===== src/rtl/diag_spi_pkg.sv =====
package diag_spi_pkg;

  // True when the cycles elapsed since the last event reach a minimum.
  // 'since' is the counter value on the cycle the new event is seen; the
  // counter was cleared on the event cycle, so elapsed = since + 1.
  function automatic logic span_met(input int unsigned since, input int unsigned min_cyc);
    return (since + 1) >= min_cyc;
  endfunction

  function automatic int unsigned max3(input int unsigned a, input int unsigned b,
                                       input int unsigned c);
    int unsigned m;
    m = (a > b) ? a : b;
    return (m > c) ? m : c;
  endfunction

endpackage


===== src/rtl/diag_spi_sync.sv =====
module diag_spi_sync #(
  parameter int unsigned WIDTH  = 3,
  parameter int unsigned STAGES = 2,
  parameter logic [WIDTH-1:0] RST_VAL = '0
) (
  input  logic             clk,
  input  logic             rst_n,
  input  logic [WIDTH-1:0] din,
  output logic [WIDTH-1:0] dout
);
  logic [STAGES-1:0][WIDTH-1:0] pipe_q;

  always_ff @(posedge clk or negedge rst_n) begin
    if (!rst_n) begin
      for (int s = 0; s < STAGES; s++) pipe_q[s] <= RST_VAL;
    end else begin
      pipe_q[0] <= din;
      for (int s = 1; s < STAGES; s++) pipe_q[s] <= pipe_q[s-1];
    end
  end

  assign dout = pipe_q[STAGES-1];
endmodule


===== src/rtl/diag_spi_edges.sv =====
module diag_spi_edges (
  input  logic clk,
  input  logic rst_n,
  input  logic cs_s,
  input  logic sck_s,
  output logic cs_low,
  output logic cs_fall,
  output logic cs_rise,
  output logic sck_rise,
  output logic sck_fall
);
  logic cs_q, sck_q;

  always_ff @(posedge clk or negedge rst_n) begin
    if (!rst_n) begin
      cs_q  <= 1'b1;
      sck_q <= 1'b0;
    end else begin
      cs_q  <= cs_s;
      sck_q <= sck_s;
    end
  end

  assign cs_low   = ~cs_s;
  assign cs_fall  = cs_q & ~cs_s;
  assign cs_rise  = ~cs_q & cs_s;
  assign sck_rise = ~sck_q & sck_s;
  assign sck_fall = sck_q & ~sck_s;
endmodule


===== src/rtl/diag_spi_timing.sv =====
module diag_spi_timing
  import diag_spi_pkg::*;
#(
  parameter int unsigned LEAD_CYC = 20,
  parameter int unsigned HIGH_CYC = 5,
  parameter int unsigned LOW_CYC  = 5
) (
  input  logic clk,
  input  logic rst_n,
  input  logic cs_low,
  input  logic cs_fall,
  input  logic sck_rise,
  input  logic sck_fall,
  output logic data_shift,
  output logic out_step,
  output logic prime_evt
);
  localparam int unsigned CNT_MAX = max3(LEAD_CYC, HIGH_CYC, LOW_CYC);
  localparam int unsigned CW      = $clog2(CNT_MAX + 1);

  logic [CW-1:0] since_q;
  logic          first_q, primed_q, rise_good_q;
  logic          in_frame, rise_ok, fall_ok;

  assign in_frame = cs_low & ~cs_fall;
  assign rise_ok  = first_q ? span_met(32'(since_q), LEAD_CYC)
                            : span_met(32'(since_q), LOW_CYC);
  assign fall_ok  = rise_good_q & span_met(32'(since_q), HIGH_CYC);

  assign out_step   = in_frame & sck_rise & rise_ok;
  assign data_shift = in_frame & sck_fall & fall_ok & primed_q;
  assign prime_evt  = in_frame & sck_fall & fall_ok & ~primed_q;

  always_ff @(posedge clk or negedge rst_n) begin
    if (!rst_n) begin
      since_q     <= '0;
      first_q     <= 1'b0;
      primed_q    <= 1'b0;
      rise_good_q <= 1'b0;
    end else if (cs_fall) begin
      since_q     <= '0;
      first_q     <= 1'b1;
      primed_q    <= 1'b0;
      rise_good_q <= 1'b0;
    end else if (in_frame && sck_rise) begin
      since_q     <= '0;
      first_q     <= 1'b0;
      rise_good_q <= rise_ok;
    end else if (in_frame && sck_fall) begin
      since_q <= '0;
      if (prime_evt) primed_q <= 1'b1;
    end else if (since_q != CW'(CNT_MAX)) begin
      since_q <= since_q + 1'b1;
    end
  end

  AST_LEAD_GUARD: assert property (@(posedge clk) disable iff (!rst_n)
    (in_frame && sck_rise && first_q && !span_met(32'(since_q), LEAD_CYC)) |=> !rise_good_q);

  AST_LOW_GUARD: assert property (@(posedge clk) disable iff (!rst_n)
    (in_frame && sck_rise && !first_q && !span_met(32'(since_q), LOW_CYC)) |=> !rise_good_q);

  AST_PRIME_ONCE: assert property (@(posedge clk) disable iff (!rst_n)
    prime_evt |=> primed_q);
endmodule


===== src/rtl/diag_spi_shift.sv =====
module diag_spi_shift #(
  parameter int unsigned WORD_W = 16
) (
  input  logic              clk,
  input  logic              rst_n,
  input  logic              cs_fall,
  input  logic              cs_rise,
  input  logic              sdi_s,
  input  logic              data_shift,
  input  logic              out_step,
  input  logic [WORD_W-1:0] diag_i,
  output logic [WORD_W-1:0] ctrl_o,
  output logic              sdo_o,
  output logic              sdo_oe_o,
  output logic [$clog2(WORD_W+2)-1:0] bit_cnt_o
);
  localparam int unsigned BW = $clog2(WORD_W + 2);

  logic [WORD_W-1:0] in_sr_q, out_sr_q;
  logic [BW-1:0]     bit_cnt_q;
  logic              out_en_q;
  logic              word_full;

  assign word_full = (bit_cnt_q == BW'(WORD_W));

  always_ff @(posedge clk or negedge rst_n) begin
    if (!rst_n) begin
      in_sr_q   <= '0;
      out_sr_q  <= '0;
      bit_cnt_q <= '0;
      out_en_q  <= 1'b0;
      ctrl_o    <= '0;
    end else if (cs_fall) begin
      out_sr_q  <= diag_i;
      in_sr_q   <= '0;
      bit_cnt_q <= '0;
      out_en_q  <= 1'b1;
    end else if (cs_rise) begin
      out_en_q <= 1'b0;
      if (word_full) ctrl_o <= in_sr_q;
    end else begin
      if (data_shift) begin
        in_sr_q <= {in_sr_q[WORD_W-2:0], sdi_s};
        if (bit_cnt_q != BW'(WORD_W + 1)) bit_cnt_q <= bit_cnt_q + 1'b1;
      end
      if (out_step && bit_cnt_q != '0) out_sr_q <= {out_sr_q[WORD_W-2:0], 1'b0};
    end
  end

  assign sdo_o     = out_en_q & out_sr_q[WORD_W-1];
  assign sdo_oe_o  = out_en_q;
  assign bit_cnt_o = bit_cnt_q;

  AST_DISCARD_SHORT: assert property (@(posedge clk) disable iff (!rst_n)
    (cs_rise && !word_full) |=> $stable(ctrl_o));

  AST_LOAD_FULL: assert property (@(posedge clk) disable iff (!rst_n)
    (cs_rise && word_full) |=> (ctrl_o == $past(in_sr_q)));

  AST_OE_ON: assert property (@(posedge clk) disable iff (!rst_n)
    cs_fall |=> sdo_oe_o);

  AST_OE_OFF: assert property (@(posedge clk) disable iff (!rst_n)
    cs_rise |=> (!sdo_oe_o && !sdo_o));
endmodule


===== src/rtl/diag_spi_slave.sv =====
module diag_spi_slave #(
  parameter int unsigned WORD_W      = 16,
  parameter int unsigned SYNC_STAGES = 2,
  parameter int unsigned LEAD_CYC    = 20,
  parameter int unsigned HIGH_CYC    = 5,
  parameter int unsigned LOW_CYC     = 5
) (
  input  logic              clk,
  input  logic              rst_n,
  input  logic              cs_n_i,
  input  logic              sclk_i,
  input  logic              sdi_i,
  input  logic [WORD_W-1:0] diag_i,
  output logic              sdo_o,
  output logic              sdo_oe_o,
  output logic [WORD_W-1:0] ctrl_o
);
  localparam int unsigned BW = $clog2(WORD_W + 2);

  // Synchronised pins, bit order {cs, sck, sdi}; idle values on reset.
  logic [2:0]    pins_s;
  logic          cs_low, cs_fall, cs_rise, sck_rise, sck_fall;
  logic          data_shift, out_step, prime_evt;
  logic [BW-1:0] bit_cnt;

  diag_spi_sync #(.WIDTH(3), .STAGES(SYNC_STAGES), .RST_VAL(3'b100)) u_sync (
    .clk(clk), .rst_n(rst_n), .din({cs_n_i, sclk_i, sdi_i}), .dout(pins_s)
  );

  diag_spi_edges u_edges (
    .clk(clk), .rst_n(rst_n), .cs_s(pins_s[2]), .sck_s(pins_s[1]),
    .cs_low(cs_low), .cs_fall(cs_fall), .cs_rise(cs_rise),
    .sck_rise(sck_rise), .sck_fall(sck_fall)
  );

  diag_spi_timing #(.LEAD_CYC(LEAD_CYC), .HIGH_CYC(HIGH_CYC), .LOW_CYC(LOW_CYC)) u_timing (
    .clk(clk), .rst_n(rst_n), .cs_low(cs_low), .cs_fall(cs_fall),
    .sck_rise(sck_rise), .sck_fall(sck_fall),
    .data_shift(data_shift), .out_step(out_step), .prime_evt(prime_evt)
  );

  diag_spi_shift #(.WORD_W(WORD_W)) u_shift (
    .clk(clk), .rst_n(rst_n), .cs_fall(cs_fall), .cs_rise(cs_rise),
    .sdi_s(pins_s[0]), .data_shift(data_shift), .out_step(out_step),
    .diag_i(diag_i), .ctrl_o(ctrl_o), .sdo_o(sdo_o), .sdo_oe_o(sdo_oe_o),
    .bit_cnt_o(bit_cnt)
  );

  AST_PRIME_NO_DATA: assert property (@(posedge clk) disable iff (!rst_n)
    prime_evt |=> $stable(bit_cnt));

  AST_DATA_COUNTS: assert property (@(posedge clk) disable iff (!rst_n)
    (data_shift && bit_cnt < BW'(WORD_W)) |=> (bit_cnt == $past(bit_cnt) + 1'b1));

  AST_RESET_OFF: assert property (@(posedge clk)
    !rst_n |-> (ctrl_o == '0 && !sdo_oe_o && !sdo_o));
endmodule


===== config.mk =====
export PLATFORM = sky130hd
export DESIGN_NAME = diag_spi_slave
export DESIGN_NICKNAME = d
export VERILOG_FILES = /design/src/rtl/diag_spi_pkg.sv /design/src/rtl/diag_spi_sync.sv /design/src/rtl/diag_spi_edges.sv /design/src/rtl/diag_spi_timing.sv /design/src/rtl/diag_spi_shift.sv /design/src/rtl/diag_spi_slave.sv
export SDC_FILE = /design/constraint.sdc
export NUM_CORES = 1
export LEC_CHECK = 0
export ABC_AREA = 0
export BUFFER_PORTS_ARGS = -buffer_cell sky130_fd_sc_hd__buf_2
export CORE_UTILIZATION = 27
export CTS_CLUSTER_SIZE = 25
export DETAILED_ROUTE_END_ITERATION = 16
export HOLD_SLACK_MARGIN = 0.05
export SYNTH_ARGS = -nofsm -noshare
export SYNTH_HDL_FRONTEND = slang
export SYNTH_SLANG_ARGS = --single-unit

===== constraint.sdc =====
create_clock -name clk -period 2.6 [get_ports clk]
set_input_delay 0.39 -clock clk [delete_from_list [all_inputs] [get_ports clk]]
set_output_delay 0.39 -clock clk [all_outputs]
set_load 0.05 [all_outputs]

# After elaboration in Yosys (flattened, before gate mapping)
# Cells that the tools add are included.
# W data, S select, Z words.
# classes
addsub,3
magnitude_cmp,2
eq_ne,5
n_mux,25
n_bitwise,19
reduce_logical,17
# ops
operator,n
$mux W16,6
$mux W5,8
$ge A32 B3 Y1 const B,1
$ge A32 B5 Y1 const B,1
$reduce_bool A2 Y1,7
$and A1 B1 Y1,13
$mux W1,11
$add A5 B1 Y5 const B,2
$ne A5 B5 Y1 const B,2
$reduce_and A3 Y1,3
$add A5 B1 Y6 const B,1
$not A1 Y1,6
$eq A5 B5 Y1 const B,1
$reduce_bool A5 Y1,1
$ne A2 B1 Y1 const B,2
$reduce_and A2 Y1,2
$reduce_bool A4 Y1,1
$logic_and A1 B1 Y1,3
# word_totals
ff_bits,70
in_bits,21
output_inout_bits,18
wordCells,84

# Longest topological paths before layout
# depth
depth_word,11
ltp_mapped,9
ltp_nobuf,7

# Hierarchy
# Synthesis repeated with hierarchy kept, for this count alone.
# hier_totals
hier_cells,305
hier_area_um2,3175.5
# modules_own_cells
mod,instances,cells_each,area_each_um2,seq_area_each_um2
diag_spi_shift,1,234,2424.8,1351.3
diag_spi_timing,1,55,490.5,200.2
diag_spi_sync,1,9,175.2,152.6
diag_spi_edges,1,7,85.1,51.3

# Least setup slack after synthesis
# OpenSTA, ideal clock, no wires.
# synth_timing
path_kind,reg-to-reg
from,reg u_timing.since_q[0]
to,reg u_shift.bit_cnt_q[0] (netlist: u_shift.bit_cnt_o[0])
setup_time_ns,0.125
t_arrival_ns,2.060
t_required_ns,2.475
path_slack_ns,0.415
stages_incl_launch_ff,8
n_path_buf,1
synth_period_minus_slack_ns,2.185
path_cell_list,dfrtp_1 ha_1 a21bo_1 a2111oi_4 o21a_1 buf_2 a41o_1 mux2_2
# synth_between
elab_chain_cells,7
# synth_rtl
element,line_no,rtl
from (decl),diag_spi_timing.sv:21,logic [CW-1:0] since_q;
from (signal assigned),diag_spi_timing.sv:53,since_q <= since_q + 1'b1;
$add A5 B1 Y6,diag_spi_pkg.sv:7,return (since + 1) >= min_cyc;
$ge A32 B3 Y1,diag_spi_pkg.sv:7,
$and A1 B1 Y1,diag_spi_timing.sv:28,"assign fall_ok = rise_good_q & span_met(32'(since_q), HIGH_CYC);"
$and A1 B1 Y1 (2 in a row),diag_spi_timing.sv:31,assign data_shift = in_frame & sck_fall & fall_ok & primed_q;
$reduce_bool A2 Y1 (no line),-,
$reduce_and A3 Y1 (no line),-,
to (signal assigned),diag_spi_shift.sv:44,if (bit_cnt_q != BW'(WORD_W + 1)) bit_cnt_q <= bit_cnt_q + 1'b1;
to (decl),diag_spi_shift.sv:20,logic [BW-1:0] bit_cnt_q;
# No other way between the ends.
# A chain may end at the register's enable or synchronous reset.

# Worst setup path after layout
# Same ends and word-level chain as after synthesis.

==> summary.md <==
| Metric | Value |
|---|---|
| Outcome | finished, final reports clean |
| Top post-synthesis cells by count | dfrtp_1, nand2_1, mux2_2 |
| Pwr/cell area | around 860 nW/µm² |
| Syn_nets | between 200 and 300 |
| # H-tree levels | 3 |
| FF+latch count, synth | 70 |
| Period utilization | 89.5% |
| Non-Filler Instances | roughly 450 |
| Final Setup Violations | 0 |
| Total GRT Usage | just over 10% |
| Crit path arrival time | about 2500 ps |
| Synth Instances | 260 |
| Num CTS Buffers | 9 |
| Setup slack at placement | -33.8 ps |
| Post-DP HPWL | around 3800 µm |
| Largest net degree at the start of global routing | between 40 and 50 |
| P_leak | about 0.0018 µW |
| Initial antenna violation count | 0 |
| Vias in the first global route | approximately 2.1k |
| Clock Path Buffers | 2 |
| Ys async rst share | between 90% and 100% |
| GR Overflow Total | 0 |
| Max stage delay on crit path | roughly 430 ps |
| Total Neg Setup Slack | 0 ps |
| Unrepaired setup endpoints after global routing | no |
| Clk Latency, worst-skew pair | roughly 330 ps |
| CTS root buf | clkbuf_16 |
| Top cell family by delay on the critical path | compound AO/OA/AOI/OAI gates |
| Total Power | ~3400 µW |
| Most numerous cell in the Yosys netlist | dfrtp_1 |
| GPL Wtd Cong | 0.774 |
| CP Max Fanout | 6 |
| EDFF count, synth | 0 |
| Critical path capture point type | register |
| Total number of vias | 1,987 |
| Nets | around 330 |
| Setup ws final | ~270 ps |
| Row count | 39 |
| Skew final | ~5.5 ps |
| Placeable Area | around 11,000 µm² |
| Proportion of netlist area held by the largest area contributor | a little over half |
| Slew headroom | a little under three fifths |
| Drt total wl | 5540 µm |
| Top post-synthesis cells by area | dfrtp_1, mux2_2, nand2_1, mux2_4, ha_1 |
| WP buf/inv | 0 |
| Synth unique cells | 42 |
| Worst EP required | about 2800 ps |
| DRT iter0 DRCs | between 80 and 90 |
| Die X | ~110 µm |
| Worst hold path type | in -> async |
| CP Cell Sequence | ha_1 > a21bo_1 > a2111oi_4 > o21a_1 > a41o_1 > mux2_2 |
| Ys Warns | 0 |
| Critical setup path kind | reg -> reg |
| FMAX | around 430 MHz |
| 1st-pass router iterations | 6 |
| Diodes inserted | 0 |
| ANT nets after route | 0 |
| Area Growth Syn to Fin | 22.9% |
| Top_reg_cell synth | dfrtp_1 |
| Cells after DPL | between 400 and 500 |
| Seq/Total Area, Yosys | between 50% and 60% |
| CTS tree | built |
| Final Hold Viols | 0 |
| First-pass GRT wire length | 10,100 µm |
| Die area | roughly 12,000 µm² |
| DR WL/cell | roughly 12 µm |
| Starting Density | ~28% |
| Dominant cell type by area after synthesis | dfrtp_1 |
| Avg Cell Area, Syn | between 10 and 15 µm² |
| Die extent in y | 111 µm |
| Startpoint Class | register |
| Number of hold buffers added after CTS | 0 |
| Slowest cell on crit path | dfrtp_1 |
| # IOs | 39 |
| Synth Cell Area | between 3000 and 4000 µm² |
| Max-cap violations | 0 |
| Final slew viol count | 0 |
| Worst slew pin tran | 643 ps |
| CTS resizes | 0 |
| # DRC | 0 |
| Clock-pin slew on the worst setup and hold paths | approximately 60 ps |
| Period minus WS final | 2330 ps |
| Share of layout cells above drive strength 1 | between 30% and 40% |
| Post-CTS Repair Setup Buffers | 1 |
| Worst VDD drop | 0.474 mV |
| Via/cell ratio | roughly 4.4 |
| IO buf count | 38 |
| CTS sink cnt | 70 |
logic make-up after synthesis:
family / after synthesis / share of synthesized area (%)
simple gates: 73 / 10.6
buf+inv: 20 / 3.57
mux: 50 / 18.8
fa+ha+maj: 8 / 3.14
flops: 70 / 55.1
compound gates: 34 / 7.46
xor+xnor: 5 / 1.37
metrics by stage:
step | util [%] | hold slack [ps] | cell area [µm²]
CTS | 34.1 | 108 | 3910
global placement | 30.9 | 338 | 3550
finish | 34.1 | 83.0 | 3910
global route | 34.1 | 134 | 3910
detailed placement | 30.9 | 347 | 3550
floorplan | - | 94.4 | 3190
layer usage:
metal	global-route usage (%)	part of all wire [%]	up-vias
li1	-	-	988
met1	13.6	49	965
met2	15.7	47	26
met3	2.41	3.1	8
met4	4.80	1.2	0
met5	0	0	-
layout by cell type (no fill, tap or decap), drive strengths merged, types with 2 or more instances in the layout:
master and instances:
nor2 12, and2 2, dfrtp 67, o21ai 18
mux2 48, nand2 43, bufinv 3, nand4b 2
inv 9, dfstp 3, or3 3, clkinv 2
a21oi 6, mux2i 2, clkbuf 9, ha 8
o31ai 2, xor2 2, buf 46, xnor2 3
nand3 3
cell type report:
class | count | area, µm²
well taps | 143 | 179
fillers | 1106 | 7550
flip-flops and latches | 70 | 1760
clock buffers | 9 | 225
inverters | 8 | 30.0
repair buffers | 46 | 288
clock inverters | 7 | 120
multi-input cells | 170 | 1320
sequential cells by signal, indices dropped and copies added, names as in the netlist:
signal / count
u_shift.ctrl_o: 16
u_shift.in_sr_q: 16
u_shift.out_sr_q: 16
u_shift.bit_cnt_o: 5
u_timing.since_q: 5
u_sync.dout: 3
u_sync.pipe_q: 3
u_edges.cs_q: 1
u_edges.sck_q: 1
u_shift.sdo_oe_o: 1
u_timing.first_q: 1
u_timing.primed_q: 1
u_timing.rise_good_q: 1
power breakdown:
group / switching [µW] / internal [µW] / total, µW
Combinational: 226 / 336 / 563
Clock: 467 / 939 / 1410
Sequential: 133 / 1270 / 1400
final timing paths:
check                                                startpoint                                to  slack (ps)  depth (start not counted)
worst max-delay path            u_timing.since_q[0]$_DFFE_PN0P_  u_shift.bit_cnt_o[0]$_DFFE_PN0P_         270                          6
worst min-delay path                                      rst_n   u_shift.out_sr_q[5]$_DFFE_PN0P_          80                          1
worst max register to register  u_timing.since_q[0]$_DFFE_PN0P_  u_shift.bit_cnt_o[0]$_DFFE_PN0P_         270                          6
worst min register to register       u_sync.pipe_q[2]$_DFF_PN1_          u_sync.dout[2]$_DFF_PN1_         350                          0
max in group asynchronous                                 rst_n          u_sync.dout[2]$_DFF_PN1_        1810                          2
min in group clk                                         cs_n_i        u_sync.pipe_q[2]$_DFF_PN1_         160                          1
No activity file was read; power rests on OpenSTA's default activity.
